===== src/rtl/serial_cfg_loader.sv =====
module serial_cfg_loader #(
  parameter int CLKS_PER_US = 100,
  parameter int HOLD_US     = 10,
  parameter int STAT_TMO_US = 500000,
  parameter int SETTLE_US   = 10000,
  parameter int DONE_TMO_US = 200000,
  parameter int HALF_CLKS   = 1,
  parameter int DONE_HITS   = 9,
  parameter int OFS_W       = 24
) (
  input  logic             clk,
  input  logic             rst_n,
  input  logic             start,
  input  logic [7:0]       in_data,
  input  logic             in_valid,
  input  logic             in_last,
  output logic             in_ready,
  output logic             tgt_rst_n,
  output logic             tgt_clk,
  output logic             tgt_data,
  input  logic             tgt_stat_n,
  input  logic             tgt_done,
  output logic             busy,
  output logic             cfg_ok,
  output logic             cfg_fail,
  output logic [2:0]       cfg_err,
  output logic [OFS_W-1:0] cfg_err_ofs
);

  localparam int T1   = (HOLD_US > STAT_TMO_US) ? HOLD_US : STAT_TMO_US;
  localparam int T2   = (SETTLE_US > DONE_TMO_US) ? SETTLE_US : DONE_TMO_US;
  localparam int TMAX = (T1 > T2) ? T1 : T2;
  localparam int TW   = $clog2(TMAX + 1) + 1;
  localparam int PW   = $clog2(CLKS_PER_US) + 1;
  localparam int HW   = $clog2(HALF_CLKS) + 1;
  localparam int DW   = $clog2(DONE_HITS) + 1;

  typedef enum logic [2:0] {
    S_IDLE, S_HOLD, S_WLO, S_WHI, S_SETTLE, S_FETCH, S_SHIFT, S_PAD
  } state_t;

  state_t           st;
  logic [PW-1:0]    pre;
  logic [TW-1:0]    us;
  logic [HW-1:0]    hc;
  logic [2:0]       bitn;
  logic [7:0]       sh;
  logic             ph, last_q, pad_q, rst_q;
  logic [DW-1:0]    hits;
  logic [OFS_W-1:0] ofs;

  assign busy        = (st != S_IDLE);
  assign in_ready    = (st == S_FETCH) && !tgt_done && tgt_stat_n;
  assign tgt_rst_n   = rst_q;
  assign tgt_clk     = ph;
  assign tgt_data    = sh[7];
  assign cfg_err_ofs = ofs;

  always_ff @(posedge clk or negedge rst_n) begin
    if (!rst_n) begin
      st <= S_IDLE; pre <= '0; us <= '0; hc <= '0; bitn <= '0;
      sh <= 8'hFF; ph <= 1'b1; last_q <= 1'b0; pad_q <= 1'b0;
      rst_q <= 1'b1; hits <= '0; ofs <= '0;
      cfg_ok <= 1'b0; cfg_fail <= 1'b0; cfg_err <= 3'd0;
    end else begin
      if (pre == PW'(CLKS_PER_US - 1)) begin
        pre <= '0;
        us  <= us + 1'b1;
      end else begin
        pre <= pre + 1'b1;
      end
      case (st)
        S_IDLE: if (start) begin
          cfg_ok <= 1'b0; cfg_fail <= 1'b0; cfg_err <= 3'd0;
          ofs <= '0; hits <= '0; pad_q <= 1'b0; rst_q <= 1'b0;
          pre <= '0; us <= '0; st <= S_HOLD;
        end
        S_HOLD: if (us >= TW'(HOLD_US)) begin
          pre <= '0; us <= '0; st <= S_WLO;
        end
        S_WLO: if (!tgt_stat_n) begin
          rst_q <= 1'b1; pre <= '0; us <= '0; st <= S_WHI;
        end else if (us >= TW'(STAT_TMO_US)) begin
          st <= S_IDLE; rst_q <= 1'b1; ph <= 1'b1;
          cfg_fail <= 1'b1; cfg_err <= 3'd1;
        end
        S_WHI: if (tgt_stat_n) begin
          pre <= '0; us <= '0; st <= S_SETTLE;
        end else if (us >= TW'(STAT_TMO_US)) begin
          st <= S_IDLE; rst_q <= 1'b1; ph <= 1'b1;
          cfg_fail <= 1'b1; cfg_err <= 3'd2;
        end
        S_SETTLE: if (us >= TW'(SETTLE_US)) st <= S_FETCH;
        S_FETCH: if (tgt_done) begin
          pad_q <= 1'b1; pre <= '0; us <= '0; st <= S_PAD;
        end else if (!tgt_stat_n) begin
          st <= S_IDLE; rst_q <= 1'b1; ph <= 1'b1;
          cfg_fail <= 1'b1; cfg_err <= 3'd3;
        end else if (in_valid) begin
          sh <= in_data; last_q <= in_last; ofs <= ofs + 1'b1;
          bitn <= '0; hc <= '0; ph <= 1'b0; st <= S_SHIFT;
        end
        S_SHIFT: if (hc == HW'(HALF_CLKS - 1)) begin
          hc <= '0;
          if (!ph) begin
            ph <= 1'b1;
          end else if (bitn == 3'd7) begin
            if (pad_q) begin
              st <= S_PAD;
            end else if (last_q) begin
              pad_q <= 1'b1; pre <= '0; us <= '0; st <= S_PAD;
            end else begin
              st <= S_FETCH;
            end
          end else begin
            bitn <= bitn + 1'b1;
            sh <= {sh[6:0], 1'b1};
            ph <= 1'b0;
          end
        end else begin
          hc <= hc + 1'b1;
        end
        S_PAD: if (tgt_done && tgt_stat_n && hits == DW'(DONE_HITS - 1)) begin
          st <= S_IDLE; cfg_ok <= 1'b1;
        end else if (us >= TW'(DONE_TMO_US)) begin
          st <= S_IDLE; rst_q <= 1'b1; ph <= 1'b1;
          cfg_fail <= 1'b1; cfg_err <= 3'd4;
        end else begin
          if (tgt_done && tgt_stat_n) hits <= hits + 1'b1;
          sh <= 8'hFF; bitn <= '0; hc <= '0; ph <= 1'b0; st <= S_SHIFT;
        end
        default: st <= S_IDLE;
      endcase
    end
  end

  assert_ready_parked_R6: assert property (@(posedge clk) disable iff (!rst_n)
    in_ready |-> tgt_clk);
  assert_accept_shifts_R6: assert property (@(posedge clk) disable iff (!rst_n)
    (in_ready && in_valid) |=> !tgt_clk);
  assert_data_stable_R5: assert property (@(posedge clk) disable iff (!rst_n)
    $rose(tgt_clk) |-> $stable(tgt_data));
  assert_reset_in_run_R2: assert property (@(posedge clk) disable iff (!rst_n)
    !tgt_rst_n |-> busy);
  assert_abort_parks_R10: assert property (@(posedge clk) disable iff (!rst_n)
    $rose(cfg_fail) |-> (tgt_rst_n && tgt_clk && !busy));
  assert_result_excl_R10: assert property (@(posedge clk) disable iff (!rst_n)
    !(cfg_ok && cfg_fail));
  assert_code_range_R10: assert property (@(posedge clk) disable iff (!rst_n)
    cfg_fail |-> (cfg_err != 3'd0 && cfg_err <= 3'd4));
  assert_start_ignored_R11: assert property (@(posedge clk) disable iff (!rst_n)
    (busy && tgt_rst_n && start) |=> tgt_rst_n);

endmodule


===== config.mk =====
export PLATFORM = sky130hd
export DESIGN_NAME = serial_cfg_loader
export DESIGN_NICKNAME = d
export VERILOG_FILES = /design/src/rtl/serial_cfg_loader.sv
export SDC_FILE = /design/constraint.sdc
export NUM_CORES = 1
export LEC_CHECK = 0
export CAP_MARGIN = 10
export CORE_MARGIN = 10
export CORE_UTILIZATION = 45
export CTS_BUF_LIST = sky130_fd_sc_hd__clkbuf_4 sky130_fd_sc_hd__clkbuf_8
export CTS_CLUSTER_DIAMETER = 40
export CTS_CLUSTER_SIZE = 8
export DETAILED_ROUTE_END_ITERATION = 7
export PLACE_DENSITY_LB_ADDON = 0.12
export REMOVE_ABC_BUFFERS = 1
export SLEW_MARGIN = 20
export SYNTH_ARGS = -nofsm -noshare
export SYNTH_HDL_FRONTEND = slang
export SYNTH_SLANG_ARGS = --single-unit

===== constraint.sdc =====
create_clock -name clk -period 3.2 [get_ports clk]
set_input_delay 0.96 -clock clk [delete_from_list [all_inputs] [get_ports clk]]
set_output_delay 0.96 -clock clk [all_outputs]
set_load 0.05 [all_outputs]

# Word level (Yosys, flattened, before mapping)
# Index checks and enable logic that the tools add are counted.
[word_totals] regBits=81 out_inout_bits=34
[op_classes] n_addsub=6 magnitude_cmp=4 eq_ne=33 mux=119 bitwise_logic=1 n_reduce_logical=25
[op_table] cell="$mux W20" n=11
[op_table] cell="$mux W8" n=19
[op_table] cell="$pmux W20 S6" n=1
[op_table] cell="$mux W24" n=4
[op_table] cell="$mux W3" n=31
[op_table] cell="$pmux W24 S2" n=1
[op_table] cell="$pmux W8 S6" n=1
[op_table] cell="$ne A2 B2 Y1 const B" n=21
[op_table] cell="$mux W1" n=34
[op_table] cell="$add A24 B1 Y24 const B" n=1
[op_table] cell="$pmux W3 S8" n=1
[op_table] cell="$pmux W8 S3" n=1
[op_table] cell="$reduce_and A7 Y1" n=3
[op_table] cell="$add A20 B1 Y20 const B" n=1
[op_table] cell="$ge A20 B14 Y1 const B" n=1
[op_table] cell="$ge A20 B18 Y1 const B" n=1
[op_table] cell="$ge A20 B19 Y1 const B" n=1
[op_table] cell="$ge A20 B4 Y1 const B" n=1
[op_table] cell="$mux W5" n=4
[op_table] cell="$eq A3 B3 Y1 const B" n=5
[op_table] cell="$pmux W1 S5" n=3
[op_table] cell="$pmux W3 S5" n=1
[op_table] cell="$reduce_and A6 Y1" n=2
[op_table] cell="$pmux W5 S2" n=1
[op_table] cell="27 further kinds" n=38

# Depth between registers and ports, before layout
# Gate-level depths: netlist (run 1).
[logic_depth] ltp_word=8 depth_mapped=10 ltp_nobuf=8

# Worst setup path after synthesis (run 1)
# OpenSTA, ideal clock, no wires.
[synth_path] path_kind="input to register" from="input port start" to="register ofs[21] (netlist: cfg_err_ofs[21])" setup_ps=78 arrival_ps=2697 slack_ps=425 cell_stages=8 path_buffers=2 path_cell_list="nor4b_4 -> a41oi_2 -> or3_1 -> buf_2 -> or2_1 -> buf_2 -> or3_1 -> a21oi_1"
[synth_via] elab_chain_len=2
[synth_lines] item="start, declared" line_no="13" text="input logic start,"
[synth_lines] item="$ne A2 B2 Y1 (no source line)"
[synth_lines] item="$reduce_and A5 Y1 (no source line)"
[synth_lines] item="end signal, assigned" line_no="100" text="sh <= in_data; last_q <= in_last; ofs <= ofs + 1'b1;"
[synth_lines] item="end, declared" line_no="50" text="logic [OFS_W-1:0] ofs;"
# No other way between the ends.
# A chain may end at the register's enable or synchronous reset.

# Worst setup path in the final report (run 1)
[layout_path] from="input port tgt_done" to="output port in_ready"
[layout_via] elab_chain_len=3
[layout_lines] item="start, declared" line_no="22" text="input logic tgt_done,"
[layout_lines] item="$logic_not A1 Y1" line_no="53" text="assign in_ready = (st == S_FETCH) && !tgt_done && tgt_stat_n;"
[layout_lines] item="$logic_and A1 B1 Y1 (2 in series)" line_no="53"
[layout_lines] item="end, declared" line_no="17" text="output logic in_ready,"
# No other way between the ends.

==> impl_summary.txt, run 1 <==
----------------------------------------------------
[Run status]
  Run status ... finished clean

[Logic synthesis]
  Cell count after synthesis ... 485
  Post-synth EDFFs ... 0
  Yosys cell types ... 54
  Sequential area share after synthesis ... 0.4586
  Xor and xnor fraction of the mapped netlist area ... 0.07975
  Post-synth top flop ... sky130_fd_sc_hd__dfrtp_1
  Fraction of the mapped netlist area in compound gates ... 0.1134
  Simple-gate share of the synthesized area ... 0.2543
  Yosys warning total ... 0
  Combinational family with the most area after synthesis ... simple AND/OR/NAND/NOR gates
  Share of synthesized area spent on multiplexers ... 0.03389
  Dominant cells by area after synthesis ... sky130_fd_sc_hd__dfrtp_1 40%, sky130_fd_sc_hd__nor2_1 6.2%, sky130_fd_sc_hd__dfstp_2 6.0%
  Average cell area after synthesis ... 9.058 sq um
  Fraction of synthesis flops using an asynchronous set or reset pin ... 1.000
  Adder-cell share of the synthesized area ... 0.02279
  Post-synth top area share ... 0.3987
  Number of register bits inferred by synthesis ... 80
  Post-synthesis cell area ... 4393 sq um
  Post-synth top area cell ... sky130_fd_sc_hd__dfrtp_1

[Clock tree]
  Clock insertion delay at the later pin of the skew report ... 0.36 ns
  Max clock buf depth ... 2
  Clock tree from TritonCTS ... done
  H-tree depth reported by CTS ... 3
  Sinks on Clock Net ... 80
  Clk root buf ... sky130_fd_sc_hd__clkbuf_8
  Hold buffers post-CTS ... 0
  Register clock-pin slew on the reported worst setup and hold paths ... approximately 0.090 ns
  # resized after CTS ... 0
  Number of buffers added by the clock tree synthesis step ... 9
  Number of post-CTS setup repair buffers ... 0

[Floorplanning]
  Floorplan die height ... approximately 120 um
  Placement row count ... 36
  Die outline area ... 14,110 sq um
  Number of primary I/O pins ... 49
  Core Region ... between 9000 and 10,000 sq um
  Horiz. Die Dim ... 118.8 um
  Starting utilization of the core area ... 0.4557

[Power]
  Maximum VDD drop ... between 200 and 300 uV
  Overall power ... 3.159 mW
  Pwr Density ... 588.7 nW/um^2
  Leak pwr ... 2.229 nW

[Placed design]
  Placed inst area ... 5120 sq um
  # port buffers ... between 40 and 50
  Cells after DPL ... 664
  Post-DP HPWL ... 7720 um
  Worst Setup Slack post-DPL ... 0.06088 ns
  Routability congestion estimate from global placement ... 0.9146

[Timing]
  Post-Route Hold Slack ... roughly 0.47 ns
  Summed negative setup slack over all endpoints ... 0 ns
  Count of final hold-check violations ... 0
  Number of max-slew violations in the final report ... 0
  Post-route minimum period ... 2.963 ns
  Final period utilization ... 0.9261
  Setup violation total in the final timing report ... 0
  Worst slew pin tran ... 0.7624 ns
  RSZ-0062 raised after global routing ... no
  Achievable frequency ... 0.3375 GHz
  Final clock skew ... 0.01434 ns
  Final setup slack of the worst path ... about 0.24 ns
  Worst relative slew slack ... 0.4871

[Worst setup path]
  Maximum fanout encountered on the critical timing path ... 6
  Worst path arrival time ... 2.00 ns
  Worst endpoint required time ... roughly 2.2 ns
  Critical Path Sink Type ... output port
  Critical Setup Path Class ... input pin to output port
  Critical path's largest stage delay ... 0.42 ns
  Critical Path Slowest Stage Cell ... sky130_fd_sc_hd__clkdlybuf4s50_1
  Ordered cell list for the critical path ... clkdlybuf4s50_1 -> inv_1 -> and3_1 -> buf_12
  CP startpoint kind ... input pin

[Route]
  Detailed-routing iteration count for the pre-antenna-repair pass ... 5
  Via-to-Cell Ratio ... 5.476
  Number of vias in the routed layout ... 3,724
  Routed length per instance ... 15.67 um
  Antenna-violating nets left ... 0
  Sum of routed wire length over all layers ... ~11,000 um
  Number of DRC markers in iteration 0 ... about 260
  DR DRC count ... 0

[Cells and area]
  Cell Count, Final, Fillers Out ... 680
  Final std cell area, no fill ... 5366 sq um
  Top library cells by usage in the layout, fill and taps aside ... 72 x sky130_fd_sc_hd__nor2_1, 70 x sky130_fd_sc_hd__dfrtp_1, 45 x sky130_fd_sc_hd__clkdlybuf4s50_1, 43 x sky130_fd_sc_hd__nand2_1, 25 x sky130_fd_sc_hd__a21oi_1
  Share of layout cells above drive strength 1 ... 0.1133
  Most common cell after layout, fill and taps aside ... sky130_fd_sc_hd__nor2_1
  Finished Core Util ... 0.5567
  Final layout net count ... 565
  Diode insertion count for antenna repair ... 0
  Synth-to-layout area growth ... 22.16%

[Global routing]
  Global router's overall resource usage ... 0.1521
  Largest net degree at the start of global routing ... 48
  Aggregate global routing overflow ... 0
  Via count of the first global-routing pass ... 3,628
  Antenna violations before repair ... 0
  First-pass GRT wire length ... 18,170 um

[Min path]
  Type of the tightest min-delay check ... register to register

[Job]
  Max-cap violation count ... 0

----------------------------------------------------
## state kept, by name, indices dropped and copies added (netlist names), 3 cells and up
register,count
cfg_err_ofs,24
us,20
cfg_err,3
sh,8
bitn,3
pre,8
hits,5
st,3
## final timing paths
check	from	to	slack, ns	cells after the start
worst max register to register	st[1]	hits[3]	0.56	6
worst min-delay path	sh[5]	sh[5]	0.47	2
max in group asynchronous	rst_n	sh[7]	1.90	2
worst min register to register	sh[5]	sh[5]	0.47	2
worst max-delay path	tgt_done	in_ready	0.24	4
min in group asynchronous	rst_n	st[0]	0.59	1
## report_power, final
| group | leakage, nW | internal (mW) | switching (mW) |
|---|---|---|---|
| clock | 0.121 | 0.533 | 0.394 |
| combinational | 1.04 | 0.368 | 0.592 |
| sequential | 1.07 | 1.16 | 0.110 |
## critical path: cells and delay by family
family        cells  cell delay [ns]
buf+inv           3             0.75
simple gates      1             0.29
## cell families after synthesis
family,after synthesis
buffers and inverters,42
xor gates and xnor gates,40
muxes,14
AOI/OAI and AO/OA,78
DFF,80
and+or+nand+nor,223
adders and majority gates,8
## Yosys cell counts (7+ instances only)
cell type                  instances
sky130_fd_sc_hd__xor2_1           22
sky130_fd_sc_hd__mux2i_1           7
sky130_fd_sc_hd__nand3_1          17
sky130_fd_sc_hd__inv_1            21
sky130_fd_sc_hd__nand2_1          43
sky130_fd_sc_hd__xnor2_1          18
sky130_fd_sc_hd__clkbuf_1         13
sky130_fd_sc_hd__mux2_2            7
sky130_fd_sc_hd__a21oi_1          25
sky130_fd_sc_hd__ha_1              8
sky130_fd_sc_hd__dfrtp_1          70
sky130_fd_sc_hd__nor2_1           72
sky130_fd_sc_hd__nor4_1           11
sky130_fd_sc_hd__or3_1            14
sky130_fd_sc_hd__nand4_1          14
sky130_fd_sc_hd__o21ai_0          20
sky130_fd_sc_hd__nor3_1           19
sky130_fd_sc_hd__dfstp_2          10
## per-layer routing
layer  GRT usage  wire length [um]  up-vias
li1            -                 -     1830
met1      0.2086              4948     1804
met2      0.2375              5056       78
met3     0.02665               505       12
met4     0.05038               146        0
met5           0                 0        -
## area by class of cell
class / instances / area, sq um
fill: 911 / 4273
multi-input combinational: 363 / 2220
sequential: 80 / 2014
timing repair buffer: 67 / 640.6
tap: 133 / 166.4
clock buffer: 10 / 131.4
clock inverter: 6 / 115.1
inverter: 21 / 78.83
(Power assumes the default switching activity.)
==> run 2, diff against run 1 <==
SLEW_MARGIN = unset   (was 20)
==> results of run 2 <==
Same layout as run 1: the final DEF is identical, and so are final timing and power.
